$ cat src/rtl/lcd_seq_pkg.sv
package lcd_seq_pkg;
  localparam int NUM_BP = 4;

  typedef enum logic [1:0] {
    MUX_STATIC = 2'd0,
    MUX_2      = 2'd1,
    MUX_3      = 2'd2,
    MUX_4      = 2'd3
  } mux_mode_e;

  typedef logic [1:0] lvl_t;
  localparam lvl_t LVL_VSS       = 2'd0;
  localparam lvl_t LVL_THIRD     = 2'd1;
  localparam lvl_t LVL_TWO_THIRD = 2'd2;
  localparam lvl_t LVL_FULL      = 2'd3;

  // Which time slot a backplane pin follows under a given ratio.
  function automatic logic [1:0] bp_slot(mux_mode_e mode, logic [1:0] pin);
    case (mode)
      MUX_STATIC: bp_slot = 2'd0;
      MUX_2:      bp_slot = {1'b0, pin[0]};
      MUX_3:      bp_slot = (pin == 2'd3) ? 2'd1 : pin;
      default:    bp_slot = pin;
    endcase
  endfunction
endpackage

$ cat src/rtl/lcd_drive_tick.sv
module lcd_drive_tick #(
  parameter int OSC_DIV = 64
) (
  input  logic clk,
  input  logic rst,
  input  logic sel_int_osc,
  input  logic ext_clk,
  output logic drive_tick
);
  localparam int DW = (OSC_DIV > 2) ? $clog2(OSC_DIV) : 1;
  localparam logic [DW-1:0] DIV_LAST = DW'(OSC_DIV - 1);

  logic [DW-1:0] div_q;
  logic [1:0]    sync_q;
  logic          prev_q;

  always_ff @(posedge clk) begin
    if (rst) begin
      div_q  <= '0;
      sync_q <= '0;
      prev_q <= 1'b0;
    end else begin
      div_q  <= (div_q == DIV_LAST) ? '0 : div_q + 1'b1;
      sync_q <= {sync_q[0], ext_clk};
      prev_q <= sync_q[1];
    end
  end

  assign drive_tick = sel_int_osc ? (div_q == DIV_LAST) : (sync_q[1] & ~prev_q);
endmodule

$ cat src/rtl/lcd_frame_timer.sv
module lcd_frame_timer
  import lcd_seq_pkg::*;
#(
  parameter int FRAME_LEN = 24
) (
  input  logic      clk,
  input  logic      rst,
  input  logic      drive_tick,
  input  logic [1:0] cfg_mode,
  output logic [1:0] slot,
  output logic      half,
  output mux_mode_e act_mode
);
  localparam int CW = $clog2(FRAME_LEN / 2 + 1);

  logic [CW-1:0] cnt_q;
  logic [CW-1:0] half_len;
  logic          half_end;

  always_comb begin
    case (act_mode)
      MUX_STATIC: half_len = CW'(FRAME_LEN / 2);
      MUX_2:      half_len = CW'(FRAME_LEN / 4);
      MUX_3:      half_len = CW'(FRAME_LEN / 6);
      default:    half_len = CW'(FRAME_LEN / 8);
    endcase
  end

  assign half_end = (cnt_q == half_len - 1'b1);

  always_ff @(posedge clk) begin
    if (rst) begin
      cnt_q    <= '0;
      half     <= 1'b0;
      slot     <= 2'd0;
      act_mode <= mux_mode_e'(cfg_mode);
    end else if (drive_tick) begin
      if (!half_end) begin
        cnt_q <= cnt_q + 1'b1;
      end else begin
        cnt_q <= '0;
        half  <= ~half;
        if (half) begin
          if (slot == 2'(act_mode)) begin
            slot     <= 2'd0;
            act_mode <= mux_mode_e'(cfg_mode);
          end else begin
            slot <= slot + 2'd1;
          end
        end
      end
    end
  end
endmodule

$ cat src/rtl/lcd_level_map.sv
module lcd_level_map
  import lcd_seq_pkg::*;
#(
  parameter int NUM_SEG = 80
) (
  input  logic [1:0]                slot,
  input  logic                      half,
  input  mux_mode_e                 mode,
  input  logic [NUM_BP*NUM_SEG-1:0] disp_map,
  output logic [2*NUM_BP-1:0]       bp_level,
  output logic [2*NUM_SEG-1:0]      seg_level
);
  logic [NUM_SEG-1:0] row_bits;
  assign row_bits = disp_map[int'(slot)*NUM_SEG +: NUM_SEG];

  for (genvar k = 0; k < NUM_BP; k++) begin : g_bp
    logic sel;
    assign sel = (bp_slot(mode, 2'(k)) == slot);
    assign bp_level[2*k +: 2] = sel ? (half ? LVL_VSS : LVL_FULL)
                                    : (half ? LVL_THIRD : LVL_TWO_THIRD);
  end

  for (genvar n = 0; n < NUM_SEG; n++) begin : g_seg
    assign seg_level[2*n +: 2] = row_bits[n] ? (half ? LVL_FULL : LVL_VSS)
                                             : (half ? LVL_TWO_THIRD : LVL_THIRD);
  end
endmodule

$ cat src/rtl/lcd_mux_sequencer.sv
module lcd_mux_sequencer
  import lcd_seq_pkg::*;
#(
  parameter int NUM_SEG   = 80,
  parameter int OSC_DIV   = 64,
  parameter int FRAME_LEN = 24
) (
  input  logic                      clk,
  input  logic                      rst,
  input  logic                      sel_int_osc,
  input  logic                      ext_clk,
  input  logic [1:0]                cfg_mode,
  input  logic [NUM_BP*NUM_SEG-1:0] disp_map,
  output logic [2*NUM_BP-1:0]       bp_level,
  output logic [2*NUM_SEG-1:0]      seg_level
);
  logic      drive_tick;
  logic [1:0] slot;
  logic      half;
  mux_mode_e act_mode;

  lcd_drive_tick #(.OSC_DIV(OSC_DIV)) u_tick (
    .clk        (clk),
    .rst        (rst),
    .sel_int_osc(sel_int_osc),
    .ext_clk    (ext_clk),
    .drive_tick (drive_tick)
  );

  lcd_frame_timer #(.FRAME_LEN(FRAME_LEN)) u_timer (
    .clk       (clk),
    .rst       (rst),
    .drive_tick(drive_tick),
    .cfg_mode  (cfg_mode),
    .slot      (slot),
    .half      (half),
    .act_mode  (act_mode)
  );

  lcd_level_map #(.NUM_SEG(NUM_SEG)) u_map (
    .slot     (slot),
    .half     (half),
    .mode     (act_mode),
    .disp_map (disp_map),
    .bp_level (bp_level),
    .seg_level(seg_level)
  );
endmodule

$ cat config.mk
export PLATFORM = sky130hd
export DESIGN_NAME = lcd_mux_sequencer
export DESIGN_NICKNAME = d
export VERILOG_FILES = /design/src/rtl/lcd_seq_pkg.sv /design/src/rtl/lcd_drive_tick.sv /design/src/rtl/lcd_frame_timer.sv /design/src/rtl/lcd_level_map.sv /design/src/rtl/lcd_mux_sequencer.sv
export SDC_FILE = /design/constraint.sdc
export NUM_CORES = 1
export LEC_CHECK = 0
export ABC_AREA = 1
export BUFFER_PORTS_ARGS = -buffer_cell sky130_fd_sc_hd__clkbuf_2
export CORE_AREA = 2 2 191 193
export DETAILED_ROUTE_END_ITERATION = 8
export DIE_AREA = 0 0 193 195
export PLACE_DENSITY_LB_ADDON = 0.25
export SYNTH_ARGS = -nofsm -noshare
export SYNTH_HDL_FRONTEND = slang
export SYNTH_SLANG_ARGS = --single-unit
export TNS_END_PERCENT = 100
$ cat constraint.sdc
create_clock -name clk -period 4 [get_ports clk]
set_input_delay 0 -clock clk [delete_from_list [all_inputs] [get_ports clk]]
set_output_delay 0 -clock clk [all_outputs]
set_load 0.01 [all_outputs]
# == Word level (Yosys, flattened, before mapping) ==
# Index checks and enable logic that the tools add are counted.
# classes
order_cmp,0
shifts,1
n_eq_ne,8
n_div,0
n_addsub,4
mux,100
bitwise_logic,3
n_reduce_logical,12
n_mul,1
# op_table
operator,n
$shiftx A320 B32 Y80,1
$mux W2,95
$pmux W4 S3,1
$reduce_bool A2 Y1,4
$add A6 B1 Y6 const B,1
$eq A2 B2 Y1,3
$eq A6 B6 Y1 const B,1
$reduce_or A2 Y1,3
$mul A2 B3 Y5 const B,1
$add A4 B1 Y4 const B,1
$eq A4 B4 Y1,1
$logic_not A2 Y1,2
$mux W4,1
$pmux W2 S2,1
$reduce_and A4 Y1,1
$sub A4 B1 Y4 const B,1
$reduce_and A3 Y1,1
$add A2 B1 Y2 const B,1
$eq A1 B2 Y1,1
$eq A2 B1 Y1 const B,1
$eq A2 B2 Y1 const B,1
$mux W1,2
$not A1 Y1,2
$reduce_and A2 Y1,1
$and A1 B1 Y1,1
# totals
ff_bits,18
romBits,0
latchBits,0
in_bits,326
word_cells,136
ramBits,0
n_memories,0

# == Depth between registers and ports, before layout ==
# Gate-level depths: netlist of run 1.
# logic_depth
depth_word,7
depth_mapped,10
depth_no_buf,9

# == By module ==
# A second synthesis of run 1 with hierarchy kept.
# unflattened
cells_unflattened,1104
hier_area_um2,5556.6
# modules_own_cells
mod,area_each_um2,seq_area_each_um2,cells_each,n_inst
lcd_level_map,4670.7,0.0,985,1
lcd_frame_timer,530.5,200.2,74,1
lcd_drive_tick,355.3,180.2,45,1

# == Worst setup path after synthesis of run 1 ==
# OpenSTA, ideal clock, no wires.
# synth_path
kind,reg2out
startpoint,reg u_timer.half
endpoint,out bp_level[1]
slack_ns,1.227
arrival_ns,2.773
t_required_ns,4.000
stages_incl_launch_ff,5
path_cell_list,dfxtp_1 inv_2 buf_2 ha_1 or2_2
# synth_via
elab_chain_len,2
# synth_rtl
element,line,rtl
start: declaration,lcd_frame_timer.sv:11,"output logic half,"
start signal: assignment,lcd_frame_timer.sv:42,half <= ~half;
$mux W2 (on tied branches),"lcd_level_map.sv:20, lcd_level_map.sv:19",
$mux W2 *,lcd_level_map.sv:19,assign bp_level[2*k +: 2] = sel ? (half ? LVL_VSS : LVL_FULL)
end: declaration,lcd_mux_sequencer.sv:14,"output logic [2*NUM_BP-1:0] bp_level,"
# Every way passes the cells marked *; elsewhere a longest branch is shown, timed or not.

# == Worst setup path after layout of run 1 ==
# layout_path
startpoint,reg u_timer.slot[0]
endpoint,out seg_level[156]
# layout_via
elab_chain_len,3
# layout_rtl
element,line,rtl
start: declaration,lcd_frame_timer.sv:10,"output logic [1:0] slot,"
start signal: assignment,lcd_frame_timer.sv:48,slot <= slot + 2'd1;
$mul A2 B3 Y5,lcd_level_map.sv:14,assign row_bits = disp_map[int'(slot)*NUM_SEG +: NUM_SEG];
$shiftx A320 B32 Y80,lcd_level_map.sv:14,
$mux W2,lcd_level_map.sv:24,assign seg_level[2*n +: 2] = row_bits[n] ? (half ? LVL_FULL : LVL_VSS)
end: declaration,lcd_mux_sequencer.sv:15,output logic [2*NUM_SEG-1:0] seg_level
# No other way between the ends.

==> results of run 1 <==
-- worst register-to-register path: stages (launching register included) --
cell and delay (ps):
dfxtp_4 470, inv_6 470, nand2_1 120, nand2_1 80
nand3_1 140, o21ai_1 260
-- power groups by stage --
| stage | sequential, W | clock, W | combinational (W) |
|---|---|---|---|
| final | 0.000195 | 0.000222 | 0.000372 |
| after global routing | 0.000196 | 0.000239 | 0.000411 |
| after CTS | 0.000195 | 0.000230 | 0.000374 |
| after detailed placement | 0.000199 | 0 | 0.000367 |
| after global placement | 0.000198 | 0 | 0.000368 |
| after floorplan | 0.000197 | 0 | 0.000135 |
-- per-stage QoR --
| stage | power (W) | util | cell area [um2] |
|---|---|---|---|
| 2_1_floorplan | 0.000332 | - | 4870 |
| 6_report | 0.000789 | 0.199 | 7050 |
| 3_3_place_gp | 0.000566 | 0.195 | 6910 |
| 4_1_cts | 0.000799 | 0.199 | 7050 |
| 3_5_place_dp | 0.000566 | 0.195 | 6910 |
| 5_1_grt | 0.000845 | 0.199 | 7050 |
-- synth_stat cells, types with 2 or more instances --
| library cell | number | area share |
|---|---|---|
| buf_12 | 2 | 0.0082 |
| o22ai_1 | 62 | 0.080 |
| o22ai_2 | 18 | 0.046 |
| nand2_1 | 29 | 0.022 |
| or2_2 | 4 | 0.0051 |
| dfxtp_1 | 16 | 0.066 |
| nand3_1 | 3 | 0.0031 |
| nor3_1 | 3 | 0.0031 |
| clkbuf_2 | 6 | 0.0062 |
| inv_2 | 2 | 0.0015 |
| inv_1 | 19 | 0.015 |
| xor2_1 | 84 | 0.15 |
| clkbuf_1 | 4 | 0.0031 |
| nand4_1 | 2 | 0.0026 |
| a21oi_1 | 4 | 0.0041 |
| edfxtp_1 | 2 | 0.012 |
| buf_6 | 20 | 0.046 |
| buf_4 | 93 | 0.14 |
| o21ai_1 | 78 | 0.080 |
| ha_1 | 11 | 0.028 |
| buf_2 | 16 | 0.016 |
| nor2_1 | 182 | 0.14 |
| o21ai_0 | 84 | 0.086 |
| nand2_2 | 2 | 0.0026 |
| nor2_2 | 3 | 0.0039 |
-- flip-flops by register name, indices dropped and copies added, names as in the netlist --
signal	cells
u_tick.div_q	6
u_timer.half	1
u_tick.prev_q	1
u_timer.slot	2
u_timer.cnt_q	4
u_tick.sync_q	2
u_timer.act_mode	2
-- final timing paths --
check                                       end  slack, ps  depth (start not counted)
hold reg to reg     u_tick.sync_q[1]$_SDFF_PP0_        410                          2
hold / removal    u_timer.cnt_q[1]$_SDFFE_PP0P_        200                          4
setup reg to reg  u_timer.act_mode[0]$_DFFE_PP_       2150                          5
setup / recovery                 seg_level[156]       1520                          5
-- area by class of cell --
cell class              instances  area, um2
repair buffers                508       2610
well taps                     461        577
multi-input cells             578       3300
inverters                      23       96.3
fillers                      4120      28300
clock buffers                   4       88.8
flip-flops and latches         18        387
-- cells in the final DEF, fill, tap and decap left out, drive strengths merged --
cell	synthesis	routed
o31ai	1	1
o22ai	80	80
dlygate4sd3	0	5
o21ai	162	162
a31oi	1	1
xor2	84	84
dfxtp	16	16
edfxtp	2	2
and2	1	1
a21oi	4	4
ha	11	11
nor3b	1	1
nand3	4	4
nand3b	1	1
or2	4	4
nand2	32	32
xnor2	1	1
nand4	2	2
clkbuf	10	497
nor3	3	3
inv	23	23
buf	132	10
nor2	186	186
-- cell families (layout without fill, tap and decap cells) --
kind of cell	count (synthesis)	in the layout	synth area share
buf+inv	165	535	0.246
compound gates	248	248	0.299
flops	18	18	0.0780
simple gates	234	234	0.196
xor+xnor	85	85	0.153
fa+ha+maj	11	11	0.0282
-- metal layers --
layer / track usage / vias up / part of all wire
met5: 0 / - / 0
met3: 0.0162 / 14 / 0.075
met1: 0.153 / 2855 / 0.43
met4: 0.0154 / 0 / 0.0098
li1: - / 3227 / -
met2: 0.206 / 278 / 0.48
==> metrics.yaml, run 1 <==
switching_share: 0.314
slew_viol_final: 0
clockBufferDepth: 2
ir_drop_v: 0.000199
worst_skew_pair.late_latency_ps: 250
htreeDepth: 1
drv_cap: 0
cp-start-kind: "flop"
initial_core_util: 0.138
synth-seq-cells: 18
finalSetupTns_ps: 0
drcViolationCount: 0
final_cells: 1592
vias_per_cell: 4.00
dp_cells: 1583
crit_start: "u_timer.slot[0]$_SDFFE_PP0P_"
ys_seq_area_frac: 0.0780
grt_start_max_net_pins: 83
holdBufCountCts: 5
cts_tree: "done"
io_buffers: 493
clock.fmax_mhz: 404
timing.final.ws_setup_ps: 1520
worstSetupEndpointType: "primary output"
rsz0062_at_grt: "false"
track_usage: 0.117
setup_violations: 0
grt_pass1_wl_mm: 34.4
core_um2: 35400
die_h_um: 195
worst_clock_skew_ps: 3.28
path_cells: "buf_4 -> o21ai_0 -> o22ai_1 -> xor2_1 -> clkbuf_2"
path_buf_inv: 2
syn2layout_area_growth_pct: 44.6
routedWlPerCell_um: 15.6
relSlewSlack: 0.387
drive_gt1_frac: 0.482
final.period_utilization: 0.619
syn_inst: 761
comb_power_share: 0.472
fin_nets: 1469
cts_buffers: 3
async_reset_ff_frac: 0
postCtsSetupBuffers: 0
num_antenna_cells: 0
r2r-start: "u_timer.slot[0]$_SDFFE_PP0P_"
vias: 6374
p_sw_w: 0.000248
cp_slowest_stage_delay_ps: 680
synth.distinct_cells: 37
p_leak_nw: 3.60
pwr-share-seq: 0.247
cts.reportedPaths.clkPinSlew_ps: 50
yosysWarnings: 0
hp-class: "in -> reg"
ant_nets: 0
critPathRequiredTime_ps: 4000
worst_pin_slew_ps: 919
drt_pre_antenna_iters: 7
powerDensity_nw_per_um2: 112
crit_arrival_ps: 2480
die_area_um2: 37600
status: "finished, final reports clean"
cts-resized-gates: 0
synth_edf_count: 2
netlist_area_um2: 4870
hold_ws_ps: 203
crit_type: "reg -> out"
cts_sinks: 18
pre_cts_ws_ps: 1780
slowest_stage: "buf_4"
place_hpwl_mm: 19.5
critical-path-top-delay-family: "buffers and inverters"
period_minus_slack_ps: 2480
grt.overflow.total: 0
syn_avg_cell_area_um2: 6.40
fp.dieW_um: 193
rows: 69
antenna_found_initial: 0
ios: 494
synth_nets: 1098
intPower_w: 0.000541
place_congestion: 0.964
hold_violations: 0
crit_fanout: 80
root_buffer: "clkbuf_16"
grt_pass1_vias: 5993
drt_iter0_markers: 345
clkPwrFrac: 0.281
worstHoldStart: "sel_int_osc"
synthFlopType: "dfxtp_1"
wl_mm: 24.8
(Power assumes the default switching activity.)
==> run 2: changes to the inputs <==
Settings changed: ABC_AREA 1 to 0, CORE_AREA 2 2 191 193 to 2 2 192 194, DIE_AREA 0 0 193 195 to 0 0 194 196.
Clock period 4 ns to 2.46 ns, I/O delays scaled along.
==> run 2 against run 1 <==
Utilization decreased by 0.82 points. Synthesized area decreased by 12%. Final cell count decreased by 21%. Via count decreased by 28%. Critical path depth decreased by 1. Total power increased by 62%. Critical path type unchanged. Largest power group unchanged. Highest routed layer is now met5.
==> metrics.yaml, run 2 <==
status: "finished, final reports clean"
largest_reg_flops: 6  # unchanged
holdBufCountCts: 3  # -2
netlist_area_um2: 4290  # -12%
highest_layer: "met5"
synth_mux_area_frac: 0.425  # +0.425
track_usage: 0.0953  # -0.0212
clock.fmax_mhz: 486
critPathRequiredTime_ps: 2460  # -1540 ps
yosys.area_share.simple: 0.0642  # -0.132
crit_type: "reg -> out"
vias: 4594  # -28%
die_area_um2: 38000  # +1.0%
grt_pass1_vias: 4572  # -24%
syn2layout_area_growth_pct: 60.8
path_buf_inv: 2  # unchanged
worst-path-stages: 4  # -1
p_leak_nw: 3.17  # -12%
place_congestion: 0.743  # -23%
fin_area_um2: 6890  # -2.2%
synth.distinct_cells: 37  # unchanged
cp-start-kind: "flop"
grt_start_max_net_pins: 63  # -24%
synth_fa_ha_area_frac: 0.0321  # +0.00387
initial_core_util: 0.119  # -0.0189
drt_pre_antenna_iters: 4  # -3
hp-class: "in -> reg"
core_um2: 36100  # +1.9%
hold_violations: 0  # unchanged
reg.largest.list: "u_tick.div_q x6, u_timer.cnt_q x4"
setup_violations: 0  # unchanged
fin_nets: 1127  # -23%
period_minus_slack_ps: 2060
synth_top_cells_by_area: "mux4_2 42%, xnor2_1 17%, buf_4 14%"
worst_pin_slew_ps: 429  # -490 ps
postCtsSetupBuffers: 0  # unchanged
relSlewSlack: 0.714  # +0.326
final_common_cell: "clkbuf_2"
synth-seq-cells: 18  # unchanged
clockBufferDepth: 2  # unchanged
crit_arrival_ps: 2060  # -420 ps
io_buffers: 493  # unchanged
ys_top_cells_by_count: "85 x xnor2_1, 82 x buf_4, 80 x mux4_2, 16 x dfxtp_1, 15 x clkbuf_1"
cp_slowest_stage_delay_ps: 570  # -110 ps
drive_gt1_frac: 0.766  # +0.284
worstSetupEndpointType: "primary output"
wl_met3_mm: 1.73  # -7.7%
cts_sinks: 18  # unchanged
yosys.area.top_type_share: 0.420  # +0.269
ys_seq_area_frac: 0.0887  # +0.0107
wl_met2_mm: 9.95  # -17%
met1_length_mm: 7.87  # -27%
r2r-start: "u_timer.act_mode[0]$_DFFE_PP_"
grt_pass1_wl_mm: 28.2  # -18%
synth_nets: 720  # -34%
critical-path-top-delay-family: "multiplexers"
multi_input_area_um2: 3110  # -5.8%
antenna_found_initial: 3  # +3
vias_per_cell: 3.65  # -8.9%
drv_cap: 0  # unchanged
htreeDepth: 1  # unchanged
fp.dieW_um: 194  # +0.52%
slowest_stage: "mux4_2"
synth_top_family_by_area: "multiplexers"
top_register: "u_tick.div_q"
wl_mm: 19.7  # -21%
cts.reportedPaths.clkPinSlew_ps: 50  # about the same
drcViolationCount: 0  # unchanged
grt.overflow.total: 0  # unchanged
ios: 494  # unchanged
ir_drop_v: 0.000291  # +46%
r2r_slack_ps: 450  # -1700 ps
synthFlopType: "dfxtp_1"
rsz0062_at_grt: "false"
area.sequential_um2: 392  # +1.3%
placed_area_um2: 6780  # -1.9%
worst_skew_pair.late_latency_ps: 250  # about the same
synth_xor_area_frac: 0.180  # +0.0270
cts-resized-gates: 0  # unchanged
synth_edf_count: 2  # unchanged
synth_compound_area_frac: 0.0234  # -0.276
worst_clock_skew_ps: 3.14  # -0.134 ps
final.period_utilization: 0.836
yosysMostFrequentCell: "xnor2_1"
yosys.area.top_type: "mux4_2"
r2r_cells: 5  # unchanged
min_path_cells: 2  # -2
yosysWarnings: 0  # unchanged
rows: 70  # +1.4%
root_buffer: "clkbuf_16"
fillCellCount: 4027  # -2.3%
ant_nets: 0  # unchanged
routedWlPerCell_um: 15.6  # +0.13%
die_h_um: 196  # +0.51%
place_hpwl_mm: 17.4  # -11%
final_cell_mix: "493 x clkbuf_2, 85 x xnor2_1, 80 x mux4_2"
worstHoldStart: "rst"
hold_path_end: "u_timer.half$_SDFFE_PP0P_"
path_cells: "buf_12 -> mux4_2 -> xnor2_1 -> clkbuf_2"
cts_tree: "done"
finalSetupTns_ps: 0  # unchanged
crit_fanout: 40  # -50%
syn_avg_cell_area_um2: 11.2  # +75%
syn_inst: 383  # -50%
slew_viol_final: 0  # unchanged
powerDensity_nw_per_um2: 185  # +65%
drt_iter0_markers: 145  # -58%
reg2reg_to: "u_timer.act_mode[1]$_DFFE_PP_"
async_reset_ff_frac: 0  # unchanged
cts_buffers: 3  # unchanged
run 2: cell count changes after synthesis, moves of 18 or more:
cell | before | now
o22ai_2 | 18 | 0
o21ai_1 | 78 | 0
nand2_1 | 29 | 7
xor2_1 | 84 | 3
nor2_1 | 182 | 10
xnor2_1 | 1 | 85
o22ai_1 | 62 | 0
mux4_2 | 0 | 80
o21ai_0 | 84 | 3
run 2: worst max path at each step:
stage | from | endpoint | slack [ps]
after floorplan | u_timer.half$_SDFFE_PP0P_ | bp_level[1] | 210
after CTS | u_timer.act_mode[0]$_DFFE_PP_ | bp_level[7] | 380
final | u_timer.slot[0]$_SDFFE_PP0P_ | seg_level[80] | 400
after detailed placement | u_timer.act_mode[0]$_DFFE_PP_ | u_timer.act_mode[1]$_DFFE_PP_ | 430
after global routing | u_timer.act_mode[0]$_DFFE_PP_ | bp_level[7] | 300
after global placement | u_timer.act_mode[0]$_DFFE_PP_ | u_timer.act_mode[1]$_DFFE_PP_ | 370
run 2: cells by family (layout without fill, tap and decap cells):
logic type | after synthesis | in the layout
flops | 18 | 18
other cells | 0 | 2
mux | 82 | 82
compound gates | 16 | 16
buf+inv | 120 | 526
xor+xnor | 88 | 88
fa+ha+maj | 11 | 11
simple gates | 48 | 48
run 2: worst register-to-register path, cell delays in order, from the launching register on:
cell      delay [ps]
edfxtp_1         540
nor4bb_1         410
o21ai_2          130
a31oi_1          260
nand2_1          160
o21bai_1         210
run 2: metal layers:
layer  track usage  vias to the layer above
met5             0                        -
met4       0.00758                        2
met3        0.0260                       10
met2         0.166                      249
met1         0.122                     2191
li1              -                     2142
run 2: cell type report:
class | count | share of cell area
repair buffers | 514 | 0.391
flip-flops and latches | 18 | 0.0568
multi-input cells | 245 | 0.451
diodes | 2 | 0.000726
inverters | 8 | 0.00436
clock inverters | 1 | 0.000545
well taps | 468 | 0.0850
clock buffers | 3 | 0.0109
run 2: where the power goes:
group / internal [W] / leakage [nW] / total [W] / switching, W
combinational: 0.000383 / 2.98 / 0.000627 / 0.000243
clock: 0.000216 / 0.0385 / 0.000329 / 0.000112
sequential: 0.000305 / 0.152 / 0.000319 / 0.0000142
run 2: stage by stage:
step / hold slack (ps) / power, W / instances / util / setup WS (ps)
2_1_floorplan: 71.6 / 0.000582 / 383 / - / 210
3_3_place_gp: 211 / 0.000947 / 1250 / 0.188 / 367
3_5_place_dp: 211 / 0.000956 / 1250 / 0.188 / 430
4_1_cts: 166 / 0.00130 / 1257 / 0.191 / 379
5_1_grt: 187 / 0.00136 / 1257 / 0.191 / 302
6_report: 164 / 0.00127 / 1259 / 0.191 / 404
